===== config.mk =====
export PLATFORM = sky130hd
export DESIGN_NAME = mbx_doorbell
export DESIGN_NICKNAME = d
export VERILOG_FILES = /design/src/rtl/mbx_pkg.sv /design/src/rtl/mbx_cmd_status.sv /design/src/rtl/mbx_buffers.sv /design/src/rtl/mbx_doorbell.sv
export SDC_FILE = /design/constraint.sdc
export NUM_CORES = 1
export LEC_CHECK = 0
export CORE_MARGIN = 5
export CORE_UTILIZATION = 65
export DETAILED_ROUTE_END_ITERATION = 12
export DONT_BUFFER_PORTS = 1
export PLACE_DENSITY = 0.81
export RECOVER_POWER = 25
export REMOVE_ABC_BUFFERS = 1
export SLEW_MARGIN = 20
export SYNTH_ARGS = -nofsm -noshare
export SYNTH_HDL_FRONTEND = slang
export SYNTH_HIERARCHICAL = 1
export SYNTH_SLANG_ARGS = --single-unit
export TNS_END_PERCENT = 50

===== constraint.sdc =====
create_clock -name clk -period 8.2 [get_ports clk]
set_input_delay 0.41 -clock clk [delete_from_list [all_inputs] [get_ports clk]]
set_output_delay 0.41 -clock clk [all_outputs]
set_load 0.02 [all_outputs]

===== src/rtl/mbx_pkg.sv =====
// Shared layout of the doorbell mailbox: offsets and the packed
// command and status word formats. Assumes a 32-bit host data path.
package mbx_pkg;
    localparam int unsigned DATA_W   = 32;
    localparam logic [7:0]  OFF_CMD  = 8'h00;
    localparam logic [7:0]  OFF_STAT = 8'h04;
    localparam logic [7:0]  OFF_WBUF = 8'h80;
    localparam logic [7:0]  OFF_RBUF = 8'h90;

    typedef struct packed {
        logic [7:0] rsv_hi;
        logic [7:0] size;
        logic [3:0] sub_id;
        logic [2:0] rsv_lo;
        logic       want_irq;
        logic [7:0] opcode;
    } cmd_word_t;

    typedef struct packed {
        logic [7:0] rsv_hi;
        logic [7:0] err_code;
        logic [7:0] init_id;
        logic [3:0] sub_id;
        logic [1:0] rsv_lo;
        logic       err;
        logic       busy;
    } stat_word_t;
endpackage


===== src/rtl/mbx_cmd_status.sv =====
// Command latch and busy/error state machine of the mailbox.
// Accepts a command only while idle, records overruns, and turns
// the controller's done strobe into status and a completion pulse.
// Assumes done is a single-cycle strobe.
module mbx_cmd_status
    import mbx_pkg::*;
(
    input  logic              clk,
    input  logic              rst_n,
    input  logic              cmd_wr,
    input  logic [DATA_W-1:0] cmd_wdata,
    input  logic [7:0]        src_id,
    input  logic              done,
    input  logic              err_in,
    input  logic [7:0]        code_in,
    output cmd_word_t         cmd_q,
    output stat_word_t        stat,
    output logic              busy,
    output logic              doorbell,
    output logic              done_irq,
    output logic              overrun
);
    logic       err_q;
    logic [7:0] code_q;
    logic [7:0] init_q;
    logic       accept;
    logic       finish;

    assign accept = cmd_wr && !busy;
    assign finish = done && busy;

    // Latch an accepted command with its initiator id.
    always_ff @(posedge clk) begin
        if (!rst_n) begin
            cmd_q  <= '0;
            init_q <= '0;
        end else if (accept) begin
            cmd_q  <= cmd_word_t'(cmd_wdata);
            init_q <= src_id;
        end
    end

    // Busy, error fields and the two interrupt pulses.
    always_ff @(posedge clk) begin
        if (!rst_n) begin
            busy     <= 1'b0;
            err_q    <= 1'b0;
            code_q   <= '0;
            doorbell <= 1'b0;
            done_irq <= 1'b0;
        end else begin
            doorbell <= accept;
            done_irq <= finish && cmd_q.want_irq;
            if (accept) begin
                busy   <= 1'b1;
                err_q  <= 1'b0;
                code_q <= '0;
            end else if (finish) begin
                busy   <= 1'b0;
                err_q  <= err_in;
                code_q <= code_in;
            end
        end
    end

    // Sticky record of a command written while busy.
    always_ff @(posedge clk) begin
        if (!rst_n)               overrun <= 1'b0;
        else if (cmd_wr && busy)  overrun <= 1'b1;
    end

    // Assemble the status word from the stored fields.
    always_comb begin
        stat          = '0;
        stat.busy     = busy;
        stat.err      = err_q;
        stat.sub_id   = cmd_q.sub_id;
        stat.init_id  = init_q;
        stat.err_code = code_q;
    end
endmodule


===== src/rtl/mbx_buffers.sv =====
// Payload (host-written) and response (controller-written) buffers.
// Each holds WORDS 32-bit entries; both read ports are combinational.
module mbx_buffers
    import mbx_pkg::*;
#(
    parameter int unsigned WORDS = 4,
    localparam int unsigned IDX_W = $clog2(WORDS)
) (
    input  logic              clk,
    input  logic              rst_n,
    input  logic              wbuf_we,
    input  logic [IDX_W-1:0]  wbuf_widx,
    input  logic [DATA_W-1:0] wbuf_wdata,
    input  logic [IDX_W-1:0]  wbuf_ridx,
    output logic [DATA_W-1:0] wbuf_rdata,
    input  logic              rbuf_we,
    input  logic [IDX_W-1:0]  rbuf_widx,
    input  logic [DATA_W-1:0] rbuf_wdata,
    input  logic [IDX_W-1:0]  rbuf_ridx,
    output logic [DATA_W-1:0] rbuf_rdata
);
    logic [DATA_W-1:0] wmem [WORDS];
    logic [DATA_W-1:0] rmem [WORDS];

    for (genvar i = 0; i < WORDS; i++) begin : g_word
        // One payload word and one response word per index.
        always_ff @(posedge clk) begin
            if (!rst_n) begin
                wmem[i] <= '0;
                rmem[i] <= '0;
            end else begin
                if (wbuf_we && wbuf_widx == IDX_W'(i)) wmem[i] <= wbuf_wdata;
                if (rbuf_we && rbuf_widx == IDX_W'(i)) rmem[i] <= rbuf_wdata;
            end
        end
    end

    assign wbuf_rdata = wmem[wbuf_ridx];
    assign rbuf_rdata = rmem[rbuf_ridx];
endmodule


===== src/rtl/mbx_doorbell.sv =====
// Top of the doorbell mailbox: host address decode, read mux with
// byte-lane selection, and the two submodules. Read data is
// combinational and zero unless a read is strobed.
module mbx_doorbell
    import mbx_pkg::*;
#(
    parameter int unsigned ADDR_W    = 8,
    parameter int unsigned BUF_WORDS = 4,
    localparam int unsigned IDX_W    = $clog2(BUF_WORDS),
    localparam int unsigned BUF_B    = BUF_WORDS * 4
) (
    input  logic              clk,
    input  logic              rst_n,
    input  logic              host_wr_en,
    input  logic              host_rd_en,
    input  logic              host_rd_byte,
    input  logic [ADDR_W-1:0] host_addr,
    input  logic [31:0]       host_wdata,
    input  logic [7:0]        host_src_id,
    output logic [31:0]       host_rdata,
    output logic              host_done_irq,
    output logic              cmd_overrun,
    output logic              ctl_doorbell,
    output logic [31:0]       ctl_cmd,
    input  logic [IDX_W-1:0]  ctl_wbuf_idx,
    output logic [31:0]       ctl_wbuf_rdata,
    input  logic              ctl_rbuf_we,
    input  logic [IDX_W-1:0]  ctl_rbuf_idx,
    input  logic [31:0]       ctl_rbuf_wdata,
    input  logic              ctl_done,
    input  logic              ctl_err,
    input  logic [7:0]        ctl_err_code
);
    localparam logic [ADDR_W-1:0] A_CMD  = ADDR_W'(OFF_CMD);
    localparam logic [ADDR_W-1:0] A_STAT = ADDR_W'(OFF_STAT);
    localparam logic [ADDR_W-1:0] A_WBUF = ADDR_W'(OFF_WBUF);
    localparam logic [ADDR_W-1:0] A_RBUF = ADDR_W'(OFF_RBUF);

    logic              hit_cmd, hit_stat, hit_wbuf, hit_rbuf;
    logic [ADDR_W-1:0] wofs, rofs;
    logic [IDX_W-1:0]  rbuf_ridx;
    logic [31:0]       rbuf_word, rbuf_byte;
    cmd_word_t         cmd_q;
    stat_word_t        stat;
    logic              busy_q;

    // Decode the host offset into one of the four regions.
    always_comb begin
        wofs     = host_addr - A_WBUF;
        rofs     = host_addr - A_RBUF;
        hit_cmd  = host_addr == A_CMD;
        hit_stat = host_addr == A_STAT;
        hit_wbuf = host_addr >= A_WBUF && wofs < ADDR_W'(BUF_B);
        hit_rbuf = host_addr >= A_RBUF && rofs < ADDR_W'(BUF_B);
    end

    assign rbuf_ridx = rofs[IDX_W+1:2];

    mbx_cmd_status u_cs (
        .clk       (clk),
        .rst_n     (rst_n),
        .cmd_wr    (host_wr_en && hit_cmd),
        .cmd_wdata (host_wdata),
        .src_id    (host_src_id),
        .done      (ctl_done),
        .err_in    (ctl_err),
        .code_in   (ctl_err_code),
        .cmd_q     (cmd_q),
        .stat      (stat),
        .busy      (busy_q),
        .doorbell  (ctl_doorbell),
        .done_irq  (host_done_irq),
        .overrun   (cmd_overrun)
    );

    mbx_buffers #(.WORDS(BUF_WORDS)) u_buf (
        .clk        (clk),
        .rst_n      (rst_n),
        .wbuf_we    (host_wr_en && hit_wbuf),
        .wbuf_widx  (wofs[IDX_W+1:2]),
        .wbuf_wdata (host_wdata),
        .wbuf_ridx  (ctl_wbuf_idx),
        .wbuf_rdata (ctl_wbuf_rdata),
        .rbuf_we    (ctl_rbuf_we),
        .rbuf_widx  (ctl_rbuf_idx),
        .rbuf_wdata (ctl_rbuf_wdata),
        .rbuf_ridx  (rbuf_ridx),
        .rbuf_rdata (rbuf_word)
    );

    assign ctl_cmd   = cmd_q;
    assign rbuf_byte = {24'h0, 8'(rbuf_word >> {rofs[1:0], 3'b000})};

    // Host read mux: status, response buffer, zero elsewhere.
    always_comb begin
        host_rdata = '0;
        if (host_rd_en) begin
            if (hit_stat && !host_rd_byte) host_rdata = stat;
            else if (hit_rbuf)             host_rdata = host_rd_byte ? rbuf_byte : rbuf_word;
        end
    end
endmodule


# Word level (Yosys, flattened, before mapping)
# Memories as Yosys holds them, arrays and structs flattened.
# Cells that the tools add are included.
[word_totals]
reg_bits = 53
latchBits = 0
ram_bits = 256
rom_bits = 0
input_bits = 100
output_inout_bits = 99
wordCells = 101
n_memories = 2
[classes]
n_addsub = 2
mul = 0
div = 0
n_lt_le_gt_ge = 4
eq_ne = 7
n_shift = 1
n_mux = 39
bitwise_logic = 9
n_reduce_logical = 24
[memory_table]
columns = ["memory", "depth", "word_bits", "rd", "rd_ports_with_merged_regs", "wr", "line_no", "text"]
rows = [
  ["u_buf.rmem", 4, 32, 1, 0, 4, "mbx_buffers.sv:23", "logic [DATA_W-1:0] rmem [WORDS];"],
  ["u_buf.wmem", 4, 32, 1, 0, 4, "mbx_buffers.sv:22", "logic [DATA_W-1:0] wmem [WORDS];"],
]
[ops]
columns = ["operator", "n"]
rows = [
  ["$mux 32", 12],
  ["$shr 32x5->8", 1],
  ["$mux 1", 27],
  ["$logic_and 1x1->1", 17],
  ["$ge 8x8->1 const B", 2],
  ["$lt 8x5->1 const B", 2],
  ["$sub 8x8->8 const B", 2],
  ["$eq 2x2->1 const B", 4],
  ["$eq 8x3->1 const B", 1],
  ["$logic_not 8->1", 1],
  ["$or 1x1->1", 8],
  ["$eq 2x1->1 const B", 2],
  ["$logic_not 2->1", 2],
  ["$logic_not 1->1", 2],
  ["$reduce_bool 2->1", 1],
  ["$reduce_or 2->1", 1],
  ["$not 1->1", 1],
]

# Logic depth before layout (Yosys ltp)
# Gate-level depths: netlist of the first run.
[logic_depth]
depth_word = 9
ltp_mapped = 9
ltp_nobuf = 6

# By module
# The synthesis of the first run kept the hierarchy.
[modules_own_cells]
columns = ["mod", "instances", "cells_per_inst", "area_per_inst_um2", "seq_area_each_um2"]
rows = [
  ["mbx_buffers", 1, 637, 11238.3, 7687.4],
  ["mbx_cmd_status", 1, 253, 2174.6, 1061.0],
  ["mbx_doorbell", 1, 171, 1234.9, 0.0],
]

# Worst setup path before layout of the first run
# Ideal clock, no wire load.
[synth_timing]
kind = "input to register"
start = "input port host_addr[5]"
end = "memory u_buf.wmem[1][0] (enable)"
setup_time_ps = 466
arrival_ps = 3359
required_ps = 7734
path_slack_ps = 4376
stages = 5
n_path_buf = 0
path_cell_list = "nor2_1 > nand2_1 > nor3b_1 > nand2b_1 > o21ai_0"
[synth_rtl]
columns = ["item", "line_no", "text"]
rows = [
  ["from (decl)", "mbx_doorbell.sv:17", "input logic [ADDR_W-1:0] host_addr,"],
  ["to (decl)", "mbx_buffers.sv:22", ""],
]

# Worst setup path in the final report of the first run
[layout_timing]
start = "memory u_buf.rmem[0][31]"
end = "output port host_rdata[7]"
[layout_via]
elab_chain_cells = 6
[layout_rtl]
columns = ["item", "line_no", "text"]
rows = [
  ["from (decl)", "mbx_buffers.sv:23", ""],
  ["$mem_v2 4x32", "n/a", ""],
  ["named net rbuf_word[31]", "mbx_doorbell.sv:42", "logic [31:0] rbuf_word, rbuf_byte;"],
  ["$shr 32x5->8", "mbx_doorbell.sv:92", "assign rbuf_byte = {24'h0, 8'(rbuf_word >> {rofs[1:0], 3'b000})};"],
  ["$mux 32 (2 in a row)", "mbx_doorbell.sv:99", "else if (hit_rbuf) host_rdata = host_rd_byte ? rbuf_byte : rbuf_word;"],
  ["$mux 32", "mbx_doorbell.sv:98", "if (hit_stat && !host_rd_byte) host_rdata = stat;"],
  ["$mux 32", "mbx_doorbell.sv:97", "if (host_rd_en) begin"],
  ["to (decl)", "mbx_doorbell.sv:20", "output logic [31:0] host_rdata,"],
]
# The timed path passes the listed nets, and every way through them passes these cells.

==> impl_table.tex, run 1 <==
\begin{tabular}{lr}
\hline
Metric & Value \\
\hline
\multicolumn{2}{l}{\textbf{Worst setup path}} \\
\quad Data arrival, critical path & 2280 ps \\
\quad Critical Path Start Type & register \\
\quad Class of the most critical setup path & register to primary output \\
\quad R2R depth & 3 \\
\quad Type of destination of the critical path & primary output \\
\quad Critical-path cell list & mux4\_1 -> mux2\_1 -> o211ai\_1 -> o21ai\_1 \\
\quad Biggest fanout along the worst timing path & 2 \\
\quad Library cell contributing the largest single delay on the critical path & mux4\_1 \\
\quad Critical path's largest stage delay & 560 ps \\
\quad Worst EP required & 7790 ps \\
\multicolumn{2}{l}{\textbf{Detailed routing}} \\
\quad Final wirelength & 31400 um \\
\quad Via count & 8268 \\
\quad WL per Instance & 23.0 um \\
\quad Drc violations & 0 \\
\quad Post-DRT Antenna Nets & 0 \\
\quad Via density per instance & 6.07 \\
\quad Drt pass-1 iters & 5 \\
\quad First DRT Iteration DRCs & 648 \\
\multicolumn{2}{l}{\textbf{Global routing}} \\
\quad Pin count of the biggest net entering global routing & 67 \\
\quad All-layer global routing usage & 0.242 \\
\quad Initial antenna violation count & 0 \\
\quad Number of global-route vias before repair & 8437 \\
\quad First-pass GRT wire length & 48700 um \\
\quad Residual overflow from global routing & 0 \\
\multicolumn{2}{l}{\textbf{Timing}} \\
\quad Actual transition at the worst max-transition pin & 1960 ps \\
\quad Final worst clock skew & 12.0 ps \\
\quad Final Cycle Share & 0.328 \\
\quad Final Max Slew Viols & 95 \\
\quad Setup violation total in the final timing report & 0 \\
\quad Worst Setup Slack, final & 5510 ps \\
\quad Setup\_tns & 0 ps \\
\quad Highest achievable clock rate & 372 MHz \\
\quad RSZ-0062 raised after global routing & no \\
\quad Hold violation total from the final report & 0 \\
\quad Period minus WS final & 2690 ps \\
\quad Slew margin rel. & -0.310 \\
\multicolumn{2}{l}{\textbf{CTS}} \\
\quad Clock-pin slew reported for the worst setup and hold paths after clock tree synthesis & 60 ps \\
\quad Maximum count of clock buffers along a single path & 3 \\
\quad Post-CTS repair timing setup buffer count & 0 \\
\quad Clock buffers created by TritonCTS & 31 \\
\quad Number of buffers inserted by hold repair at cts & 35 \\
\quad Latest clock arrival within the worst-skew pair & 540 ps \\
\quad Resized cells post-CTS & 0 \\
\quad CTS tree & done \\
\quad H-tree level count & 1 \\
\quad CTS sink cnt & 309 \\
\quad Clock root buffer master & clkbuf\_16 \\
\multicolumn{2}{l}{\textbf{Power}} \\
\quad Peak VDD IR & 0.161 mV \\
\quad Power density over the cells & 210 nW/um\^{}2 \\
\quad Leak pwr & 5.28 nW \\
\multicolumn{2}{l}{\textbf{Min path}} \\
\quad Worst min-delay path category & input port to register \\
\quad Cell depth of the worst hold path & 2 \\
\multicolumn{2}{l}{\textbf{Final layout}} \\
\quad NumNets Final & 1153 \\
\quad Fraction of final layout cells with drive strength greater than 1 & 0.129 \\
\quad Most common cell after layout, fill and taps aside & edfxtp\_1 \\
\quad Number of fill cells & 1521 \\
\quad Cell Count, Final, Fillers Out & 1362 \\
\quad Sequential standard cell area & 8750 sq um \\
\quad Area occupied by multi-input gates & 5230 sq um \\
\quad Commonest cells after routing, fill and taps aside & edfxtp\_1, and2\_1, nand2\_1 \\
\quad Post-synthesis to final-layout area growth & 7.36\% \\
\quad Antenna diodes & 0 \\
\multicolumn{2}{l}{\textbf{Place}} \\
\quad Port buffer count & 0 \\
\quad Detailed Place HPWL & 19100 um \\
\quad Cell count after placement & 1270 \\
\quad Setup Slack @ Placement & 5340 ps \\
\quad Global placer's final weighted congestion & 0.861 \\
\multicolumn{2}{l}{\textbf{Yosys}} \\
\quad Seq cells post-synth & 309 \\
\quad Cell type with the highest aggregate area in the netlist & edfxtp\_1 \\
\quad Gate Count Post-Synth & 1061 \\
\quad Portion of synthesized cell area occupied by the leading cell type & 0.525 \\
\quad Fraction of the yosys area taken by sequential cells & 0.597 \\
\quad Unique masters post-synth & 42 \\
\quad Per-instance average area after synthesis & 13.8 sq um \\
\quad Synth Cell Area & 14600 sq um \\
\quad Leading post-synthesis cells by cell area & edfxtp\_1, and2\_1, mux4\_2 \\
\quad Count of warnings emitted by yosys & 6 \\
\multicolumn{2}{l}{\textbf{Job}} \\
\quad Max-cap violation count & 3 \\
\multicolumn{2}{l}{\textbf{Status}} \\
\quad Outcome & finished, violations left \\
\quad Violations in the final reports & capacitance limit, slew limit \\
\multicolumn{2}{l}{\textbf{Floorplanning}} \\
\quad Std cell rows & 55 \\
\quad Die area & 25600 sq um \\
\quad Horizontal die dimension & 160 um \\
\quad Initial standard-cell utilization of the core & 0.653 \\
\quad \# IOs & 199 \\
\quad Floorplan core area & 22400 sq um \\
\quad Die H & 160 um \\
\hline
\end{tabular}
[metrics by stage]
| stage | util | hold WS, ps | instance area, sq um | power, mW |
|---|---|---|---|---|
| detailed placement | 0.645 | 446 | 14500 | 2.04 |
| floorplan | - | 435 | 13900 | 1.98 |
| CTS | 0.702 | 1.40 | 15700 | 3.33 |
| global placement | 0.645 | 443 | 14500 | 2.03 |
| global route | 0.701 | 1.14 | 15700 | 3.42 |
| finish | 0.701 | 22.4 | 15700 | 3.30 |
[critical path: cells and delay by family (launching register included)]
family | cells | cell delay, ps
multiplexers | 2 | 930
AO/OA/AOI/OAI | 2 | 430
flip-flops | 1 | 380
[routing by layer]
metal / part of all wire / up-vias / global-route usage
met2: 0.52 / 300 / 0.429
met3: 0.081 / 41 / 0.0643
met5: 0 / - / 0
met4: 0.022 / 0 / 0.0602
met1: 0.38 / 4090 / 0.299
li1: - / 3837 / -
[area by class of cell]
cell class                 instances  share of cell area
sequential                       309               0.556
multi-input combinational        660               0.333
clock buffer                      39              0.0538
timing repair buffer              49              0.0282
tap                              285              0.0227
clock inverter                    18             0.00589
inverter                           2            0.000477
[cells by family after synthesis]
| kind of cell | synth area share |
|---|---|
| AOI/OAI and AO/OA | 0.0555 |
| DFF | 0.597 |
| other | 0.000256 |
| buffers and inverters | 0.0522 |
| muxes | 0.110 |
| and+or+nand+nor | 0.184 |
[sequential cells by signal (all words and copies together), names as in the netlist]
signal	count
u_buf/rmem	128
u_buf/wmem	128
u_cs/cmd_q	32
u_cs/code_q	8
u_cs/init_q	8
u_cs/busy	1
u_cs/done_irq	1
u_cs/doorbell	1
u_cs/err_q	1
u_cs/overrun	1
[power by group]
group / switching [mW] / internal (mW) / total, mW
clock network: 0.558 / 0.726 / 1.28
logic: 0.114 / 0.0998 / 0.214
registers: 0.0210 / 1.78 / 1.80
total: 0.693 / 2.61 / 3.30
[path summary, 6_finish.rpt]
path               endpoint         startpoint  slack [ps]
max           host_rdata[7]  u_buf/rmem[0][31]        5510
min          u_cs/cmd_q[30]     host_wdata[30]          20
max reg2reg   u_cs/cmd_q[3]          u_cs/busy        6020
min reg2reg  u_cs/init_q[7]     u_cs/init_q[7]         460
[synthesized netlist by cell type]
cell / n
buf_8: 1
or2_2: 6
dfxtp_1: 53
conb_1: 1
nor4_4: 1
inv_1: 2
nor3b_1: 1
nor4b_2: 1
o21ai_1: 8
and4_4: 2
nand2b_1: 2
and2_1: 257
a21boi_1: 64
nand4_1: 34
nand2b_2: 1
edfxtp_1: 256
nor3_1: 1
a21oi_1: 16
mux4_1: 4
nor2b_1: 11
or2_1: 2
clkbuf_4: 1
buf_6: 16
buf_12: 6
buf_2: 17
and4bb_1: 1
mux4_2: 60
buf_4: 29
o211ai_1: 8
and4_1: 1
mux2i_1: 7
nand2_1: 86
and4bb_2: 2
clkbuf_2: 18
mux2_1: 8
and4b_1: 4
and3b_1: 1
clkbuf_1: 11
nand3b_1: 32
nor2_1: 3
o21ai_0: 17
o21a_1: 9
Power figures use the tool's default switching activity.
==> inputs of run 2 (changes only) <==
- CORE_UTILIZATION: 65 -> 64
- PLACE_DENSITY: 0.81 -> 0.8
- clock period: 8.2 -> 2.6 ns (I/O delays scaled with it)
==> run 2 against run 1 <==
The flow still finishes with violations (capacitance limit, slew limit). Die area grew 1.5%. Worst hold slack better by 11 ps. Sequential power increased to 3.2 times the previous value. Critical path depth grew 5. Power grew to 3.3 times the previous value. Non-clock buffer count rose by 120. Global-route usage grew 2.5 points. Critical path type is now input port to register. Critical endpoint is now u_cs/cmd_q[2].
==> impl_table.tex, run 2 (synthesis gave the netlist of run 1 again) <==
\begin{tabular}{lr}
\hline
Metric & Value \\
\hline
\multicolumn{2}{l}{\textbf{Status}} \\
\quad Outcome & finished, violations left \\
\quad Violations in the final reports & capacitance limit, slew limit \\
\multicolumn{2}{l}{\textbf{Worst setup path}} \\
\quad Type of destination of the critical path & register \\
\quad WP buf/inv & 5 (+5) \\
\quad Biggest fanout along the worst timing path & 23 (+21) \\
\quad Critical path's largest stage delay & 600 ps (+40 ps) \\
\quad Class of the most critical setup path & input port to register \\
\quad Cell family with the largest share of critical-path delay & buffers and inverters \\
\quad Most frequent CP cell & dlygate4sd3\_1 \\
\quad Critical Path Start Type & input port \\
\quad Library cell contributing the largest single delay on the critical path & dlygate4sd3\_1 \\
\quad Data arrival, critical path & 2980 ps (+700 ps) \\
\quad Critical-path cell list & dlygate4sd3\_1 -> nor4b\_2 -> dlygate4sd3\_1 -> buf\_4 -> nor2b\_4 -> buf\_6 -> nand2\_1 -> a21boi\_1 -> dlygate4sd3\_1 \\
\quad Worst EP required & 3100 ps (-4690 ps) \\
\multicolumn{2}{l}{\textbf{Floorplanning}} \\
\quad Horizontal die dimension & 161 um (+0.73\%) \\
\quad Die H & 161 um (+0.73\%) \\
\quad Std cell rows & 55 (unchanged) \\
\quad \# IOs & 199 (unchanged) \\
\quad Initial standard-cell utilization of the core & 0.649 (-0.00398) \\
\quad Floorplan core area & 22600 sq um (+0.61\%) \\
\quad Die area & 26000 sq um (+1.5\%) \\
\multicolumn{2}{l}{\textbf{Detailed routing}} \\
\quad Routed length on met2 & 18600 um (+15\%) \\
\quad Via count & 9067 (+9.7\%) \\
\quad DR WL met3 & 2400 um (-5.1\%) \\
\quad Via density per instance & 6.10 (+0.51\%) \\
\quad Length of routed wiring on met1 & 12700 um (+6.8\%) \\
\quad Drt pass-1 iters & 7 (+2) \\
\quad First DRT Iteration DRCs & 640 (-1.2\%) \\
\quad Highest routing layer actually used & met4 \\
\quad Drc violations & 0 (unchanged) \\
\quad Post-DRT Antenna Nets & 0 (unchanged) \\
\quad WL per Instance & 23.6 um (+2.7\%) \\
\quad Final wirelength & 35100 um (+12\%) \\
\multicolumn{2}{l}{\textbf{Power}} \\
\quad Seq pwr share & 0.526 (-0.020) \\
\quad Peak VDD IR & 0.666 mV (+310\%) \\
\quad Proportion of power drawn by the clock network & 0.397 (+0.008) \\
\quad Internal portion of total power & 8.46 mW (+220\%) \\
\quad Switching share of total power & 0.218 (+0.00808) \\
\quad Comb pwr share & 0.077 (+0.012) \\
\quad Power density over the cells & 638 nW/um\^{}2 (+200\%) \\
\quad P\_sw & 2.36 mW (+240\%) \\
\quad Leak pwr & 5.95 nW (+13\%) \\
\multicolumn{2}{l}{\textbf{Global routing}} \\
\quad Number of global-route vias before repair & 9645 (+14\%) \\
\quad Pin count of the biggest net entering global routing & 48 (-28\%) \\
\quad First-pass GRT wire length & 54100 um (+11\%) \\
\quad All-layer global routing usage & 0.268 (+0.0253) \\
\quad Residual overflow from global routing & 0 (unchanged) \\
\quad Initial antenna violation count & 3 (+3) \\
\multicolumn{2}{l}{\textbf{Job}} \\
\quad Max-cap violation count & 3 (unchanged) \\
\multicolumn{2}{l}{\textbf{Timing}} \\
\quad Highest achievable clock rate & 403 MHz \\
\quad Final worst clock skew & 5.80 ps (-6.16 ps) \\
\quad Setup violation total in the final timing report & 0 (unchanged) \\
\quad Final Cycle Share & 0.955 \\
\quad Period minus WS final & 2480 ps \\
\quad RSZ-0062 raised after global routing & no \\
\quad Worst Setup Slack, final & 116 ps (-5400 ps) \\
\quad Worst Hold Margin & 33.6 ps (+11.1 ps) \\
\quad Final Max Slew Viols & 99 (+4.2\%) \\
\quad Actual transition at the worst max-transition pin & 2150 ps (+188 ps) \\
\quad Setup\_tns & 0 ps (unchanged) \\
\quad Slew margin rel. & -0.435 (-0.125) \\
\quad Hold violation total from the final report & 0 (unchanged) \\
\multicolumn{2}{l}{\textbf{CTS}} \\
\quad CTS tree & done \\
\quad Clock-pin slew reported for the worst setup and hold paths after clock tree synthesis & 60 ps (about the same) \\
\quad CTS sink cnt & 309 (unchanged) \\
\quad Clock buffers created by TritonCTS & 31 (unchanged) \\
\quad H-tree level count & 1 (unchanged) \\
\quad Maximum count of clock buffers along a single path & 3 (unchanged) \\
\quad Clock root buffer master & clkbuf\_16 \\
\quad Latest clock arrival within the worst-skew pair & 550 ps (about the same) \\
\multicolumn{2}{l}{\textbf{Final layout}} \\
\quad Cell Count, Final, Fillers Out & 1486 (+9.1\%) \\
\quad Final design utilization & 0.752 (+0.0508) \\
\quad Largest registers & u\_buf/rmem x128, u\_buf/wmem x128, u\_cs/cmd\_q x32 \\
\quad Number of fill cells & 1343 (-12\%) \\
\quad Most common cell after layout, fill and taps aside & edfxtp\_1 \\
\quad Fraction of final layout cells with drive strength greater than 1 & 0.134 (+0.00449) \\
\quad Commonest cells after routing, fill and taps aside & edfxtp\_1, and2\_1, dlygate4sd3\_1 \\
\quad Post-synthesis to final-layout area growth & 15.9\% \\
\quad NumNets Final & 1273 (+10\%) \\
\multicolumn{2}{l}{\textbf{Min path}} \\
\quad Worst min-delay path category & input port to register \\
\multicolumn{2}{l}{\textbf{Place}} \\
\quad Cell count after placement & 1291 (+1.7\%) \\
\quad Port buffer count & 0 (unchanged) \\
\quad Setup Slack @ Placement & 740 ps (-4600 ps) \\
\quad Global placer's final weighted congestion & 0.817 (-5.1\%) \\
\quad Detailed Place HPWL & 20500 um (+7.0\%) \\
\hline
\end{tabular}
-- run 2: metrics by stage --
stage	power (mW)	area [sq um]
4_1_cts	10.9	17000
5_1_grt	11.1	17000
3_5_place_dp	6.44	14600
6_report	10.8	17000
2_1_floorplan	6.26	13900
3_3_place_gp	6.41	14600
-- run 2: final timing paths --
path | end | startpoint | cells after the start | slack [ps]
setup / recovery | u_cs/cmd_q[2] | host_addr[6] | 9 | 120
hold / removal | u_buf/rmem[0][28] | rst_n | 1 | 30
setup reg to reg | u_cs/code_q[7] | u_cs/busy | 5 | 610
hold reg to reg | u_cs/cmd_q[19] | u_cs/cmd_q[19] | 2 | 560
-- run 2: timing repair --
| action | 4_1_cts | 5_1_grt |
|---|---|---|
| buffers inserted | 0 | 0 |
| hold endpoints to repair | 350 | 0 |
| endpoints found under the setup margin | 0 | 34 |
| resized for setup | 0 | 2 |
| hold buffers | 134 | 0 |
-- run 2: power groups by stage --
stage	Sequential, mW	Clock, mW	Combinational [mW]
2_1_floorplan	5.77	0	0.482
3_3_place_gp	5.77	0	0.641
3_5_place_dp	5.79	0	0.651
4_1_cts	5.69	4.36	0.828
5_1_grt	5.71	4.56	0.873
6_report	5.69	4.30	0.831
-- run 2: layer usage --
metal	up-vias	global-route usage
met3	92	0.0559
li1	4079	-
met2	355	0.492
met5	-	0
met1	4541	0.307
met4	0	0.106
-- run 2: final cells by class --
type / instances / area (sq um) / share of cell area
antenna: 3 / 7.51 / 0.000442
tap: 285 / 357 / 0.0210
sequential: 309 / 8750 / 0.516
multi-input combinational: 660 / 5240 / 0.308
clock inverter: 14 / 108 / 0.00634
timing repair buffer: 169 / 1630 / 0.0961
clock buffer: 44 / 876 / 0.0516
inverter: 2 / 7.51 / 0.000442
==> inputs of run 3 (changes only) <==
- ABC_AREA: default -> 1
- CORE_UTILIZATION: 64 -> 65
- PLACE_DENSITY: 0.8 -> 0.81
- clock period: 2.6 -> 2.9 ns (I/O delays scaled with it)
==> run 3 against run 2 <==
The flow still finishes with violations (capacitance limit, slew limit). Die area up 7.6%. Clock power down 3%. Clock-buffer cell count down 6. Worst setup slack better by 220 ps.
==> impl_table.tex, run 3 <==
\begin{tabular}{lr}
\hline
Metric & Value \\
\hline
\multicolumn{2}{l}{\textbf{Status}} \\
\quad Outcome & finished, violations left \\
\quad Violations in the final reports & capacitance limit, slew limit \\
\multicolumn{2}{l}{\textbf{Floorplanning}} \\
\quad Die area & 28000 sq um (+7.6\%) \\
\quad Die H & 167 um (+3.7\%) \\
\quad \# IOs & 199 (unchanged) \\
\quad Std cell rows & 57 (+3.6\%) \\
\quad Floorplan core area & 24300 sq um (+7.7\%) \\
\quad Initial standard-cell utilization of the core & 0.661 (+0.0124) \\
\quad Horizontal die dimension & 167 um (+3.7\%) \\
\multicolumn{2}{l}{\textbf{Place}} \\
\quad Port buffer count & 0 (unchanged) \\
\quad Detailed Place HPWL & 23700 um (+15\%) \\
\quad Global placer's final weighted congestion & 0.868 (+6.3\%) \\
\quad Area of placed instances & 15700 sq um (+7.4\%) \\
\multicolumn{2}{l}{\textbf{Worst setup path}} \\
\quad Worst EP required & 3400 ps (+300 ps) \\
\quad R2R depth & 6 (+1) \\
\quad Biggest fanout along the worst timing path & 74 (+220\%) \\
\quad Critical Path Start Type & input port \\
\quad Most frequent CP cell & dlygate4sd3\_1 \\
\quad Critical-path cell list & dlygate4sd3\_1 -> nor4\_1 -> buf\_4 -> inv\_2 -> nor2\_4 -> buf\_12 -> nand3\_1 -> dlygate4sd3\_1 -> nand2\_1 -> dlygate4sd3\_1 \\
\quad Worst reg2reg path endpoint & u\_cs/cmd\_q[0] \\
\quad Data arrival, critical path & 3060 ps (+80 ps) \\
\quad Critical path's largest stage delay & 600 ps (about the same) \\
\quad Total number of cells along the worst setup path & 10 (+1) \\
\quad Startpoint of the worst register-to-register path & u\_cs/busy \\
\quad Type of destination of the critical path & register \\
\quad Cell family with the largest share of critical-path delay & buffers and inverters \\
\quad Class of the most critical setup path & input port to register \\
\quad WP buf/inv & 6 (+1) \\
\quad Library cell contributing the largest single delay on the critical path & dlygate4sd3\_1 \\
\quad Critical path origin & host\_addr[2] \\
\quad Critical path endpoint & u\_cs/cmd\_q[0] \\
\quad Register-to-Register Setup Slack & 370 ps (-240 ps) \\
\multicolumn{2}{l}{\textbf{Yosys}} \\
\quad Post-synth top flop & edfxtp\_1 \\
\quad Seq cells post-synth & 309 (unchanged) \\
\quad Post-synthesis async set-or-reset flop share & 0 (unchanged) \\
\quad Most used standard cells in the synthesized netlist & nand2\_1, inv\_1, nand3\_1 \\
\quad Cell type with the highest aggregate area in the netlist & edfxtp\_1 \\
\quad Fraction of the yosys area taken by sequential cells & 0.544 (-0.0533) \\
\quad Gate Count Post-Synth & 1889 (+78\%) \\
\quad Per-instance average area after synthesis & 8.51 sq um (-38\%) \\
\quad Unique masters post-synth & 34 (-19\%) \\
\quad Synth Cell Area & 16100 sq um (+9.8\%) \\
\quad Portion of synthesized cell area occupied by the leading cell type & 0.478 (-0.0469) \\
\quad Most common cell in the synthesized netlist & nand2\_1 \\
\quad Number of synthesized flops with an enable pin & 256 (unchanged) \\
\quad Count of warnings emitted by yosys & 6 (unchanged) \\
\quad Leading post-synthesis cells by cell area & edfxtp\_1, nand2\_1, inv\_1 \\
\multicolumn{2}{l}{\textbf{Timing}} \\
\quad Period minus WS final & 2570 ps \\
\quad Final Cycle Share & 0.885 \\
\quad Actual transition at the worst max-transition pin & 2340 ps (+186 ps) \\
\quad Final Max Slew Viols & 231 (+130\%) \\
\quad Hold violation total from the final report & 0 (unchanged) \\
\quad Highest achievable clock rate & 390 MHz \\
\quad RSZ-0062 raised after global routing & no \\
\quad Setup\_tns & 0 ps (unchanged) \\
\quad Final worst clock skew & 11.2 ps (+5.44 ps) \\
\quad Slew margin rel. & -0.559 (-0.124) \\
\quad Setup violation total in the final timing report & 0 (unchanged) \\
\multicolumn{2}{l}{\textbf{Global routing}} \\
\quad All-layer global routing usage & 0.308 (+0.0403) \\
\quad Residual overflow from global routing & 0 (unchanged) \\
\quad Number of global-route vias before repair & 13000 (+35\%) \\
\quad Initial antenna violation count & 0 (-3) \\
\quad Pin count of the biggest net entering global routing & 88 (+83\%) \\
\quad First-pass GRT wire length & 68900 um (+27\%) \\
\multicolumn{2}{l}{\textbf{CTS}} \\
\quad Clock-pin slew reported for the worst setup and hold paths after clock tree synthesis & 60 ps (about the same) \\
\quad CTS tree & done \\
\quad H-tree level count & 1 (unchanged) \\
\quad Maximum count of clock buffers along a single path & 3 (unchanged) \\
\quad Clock buffers created by TritonCTS & 31 (unchanged) \\
\quad Resized cells post-CTS & 0 (unchanged) \\
\quad CTS sink cnt & 309 (unchanged) \\
\quad Clock root buffer master & clkbuf\_16 \\
\quad Latest clock arrival within the worst-skew pair & 570 ps (+20 ps) \\
\multicolumn{2}{l}{\textbf{Final layout}} \\
\quad Largest registers & u\_buf/rmem x128, u\_buf/wmem x128, u\_cs/cmd\_q x32 \\
\quad Antenna diodes & 0 (-3) \\
\quad Post-synthesis to final-layout area growth & 14.1\% \\
\quad Final instance area & 18400 sq um (+8.2\%) \\
\quad NumNets Final & 2091 (+64\%) \\
\quad Most common cell after layout, fill and taps aside & nand2\_1 \\
\quad Fraction of final layout cells with drive strength greater than 1 & 0.0784 (-0.0552) \\
\quad Commonest cells after routing, fill and taps aside & nand2\_1, inv\_1, nand3\_1 \\
\multicolumn{2}{l}{\textbf{Detailed routing}} \\
\quad Post-DRT Antenna Nets & 0 (unchanged) \\
\quad Via density per instance & 5.65 (-7.3\%) \\
\quad Via count & 13200 (+46\%) \\
\quad Drc violations & 0 (unchanged) \\
\quad Drt pass-1 iters & 8 (+1) \\
\quad Final wirelength & 44900 um (+28\%) \\
\quad First DRT Iteration DRCs & 1488 (+130\%) \\
\quad WL per Instance & 19.2 um (-19\%) \\
\multicolumn{2}{l}{\textbf{Power}} \\
\quad Power density over the cells & 557 nW/um\^{}2 (-13\%) \\
\quad Leak pwr & 8.54 nW (+43\%) \\
\quad Peak VDD IR & 0.577 mV (-13\%) \\
\multicolumn{2}{l}{\textbf{Job}} \\
\quad Max-cap violation count & 7 (+4) \\
\multicolumn{2}{l}{\textbf{Min path}} \\
\quad Worst min-delay path category & input port to register \\
\hline
\end{tabular}
==> run 3: cell count changes in the layout (fill, tap and decap cells not counted), sizes merged, moves of 32 or more <==
| cell | previous run | this run |
|---|---|---|
| nand3b | 32 | 0 |
| mux4 | 64 | 0 |
| nand2 | 86 | 473 |
| inv | 6 | 374 |
| nand3 | 0 | 291 |
| and2 | 257 | 0 |
| a21boi | 64 | 0 |
| nor2 | 3 | 266 |
==> run 3: cells by family after synthesis <==
kind of cell,synth area share
AND/OR/NAND/NOR,0.290
buffers and inverters,0.148
other,0.000233
AO/OA/AOI/OAI,0.0177
flip-flops,0.544
==> run 3: layout make-up <==
type                    count  area (sq um)
clock inverters            20           228
clock buffers              38           832
well taps                 324           405
fillers                  1564          5960
repair buffers            183          1790
inverters                 373          1420
multi-input cells        1093          4940
flip-flops and latches    309          8750
==> run 3: stage by stage <==
| stage | hold WS [ps] | cells | worst slack (ps) | total power [mW] | utilization |
|---|---|---|---|---|---|
| after floorplan | 266 | 1775 | -54.5 | 5.77 | - |
| after global placement | 269 | 2117 | 911 | 5.97 | 0.647 |
| after detailed placement | 280 | 2117 | 858 | 6.00 | 0.647 |
| after CTS | 10.3 | 2335 | 211 | 10.2 | 0.756 |
| after global routing | 99.3 | 2340 | 235 | 10.5 | 0.755 |
| final | 47.8 | 2340 | 333 | 10.2 | 0.755 |
==> run 3: worst min path at each step <==
stage,start,cells past startpoint,end
floorplan,host_wdata[13],2,u_cs/cmd_q[13]
global placement,host_wdata[14],2,u_cs/cmd_q[14]
detailed placement,host_wdata[17],2,u_cs/cmd_q[17]
CTS,ctl_done,2,u_cs/done_irq
global route,ctl_done,2,u_cs/done_irq
finish,ctl_done,2,u_cs/done_irq
==> run 3: report_power, final <==
group / switching (mW) / internal (mW)
Sequential: 0.0677 / 5.04
Clock: 1.69 / 2.47
Combinational: 0.672 / 0.284
==> run 3: repair_timing <==
action | CTS | global route
setup buffers | 0 | 5
setup endpoints to repair | 0 | 23
hold endpoints to repair | 309 | 0
hold buffers | 160 | 0
==> run 3: layer usage <==
| metal | vias to the layer above | share of wire | track usage |
|---|---|---|---|
| met2 | 886 | 0.50 | 0.546 |
| met3 | 168 | 0.12 | 0.0757 |
| met5 | - | 0 | 0 |
| li1 | 6020 | - | - |
| met1 | 6155 | 0.34 | 0.358 |
| met4 | 0 | 0.042 | 0.126 |
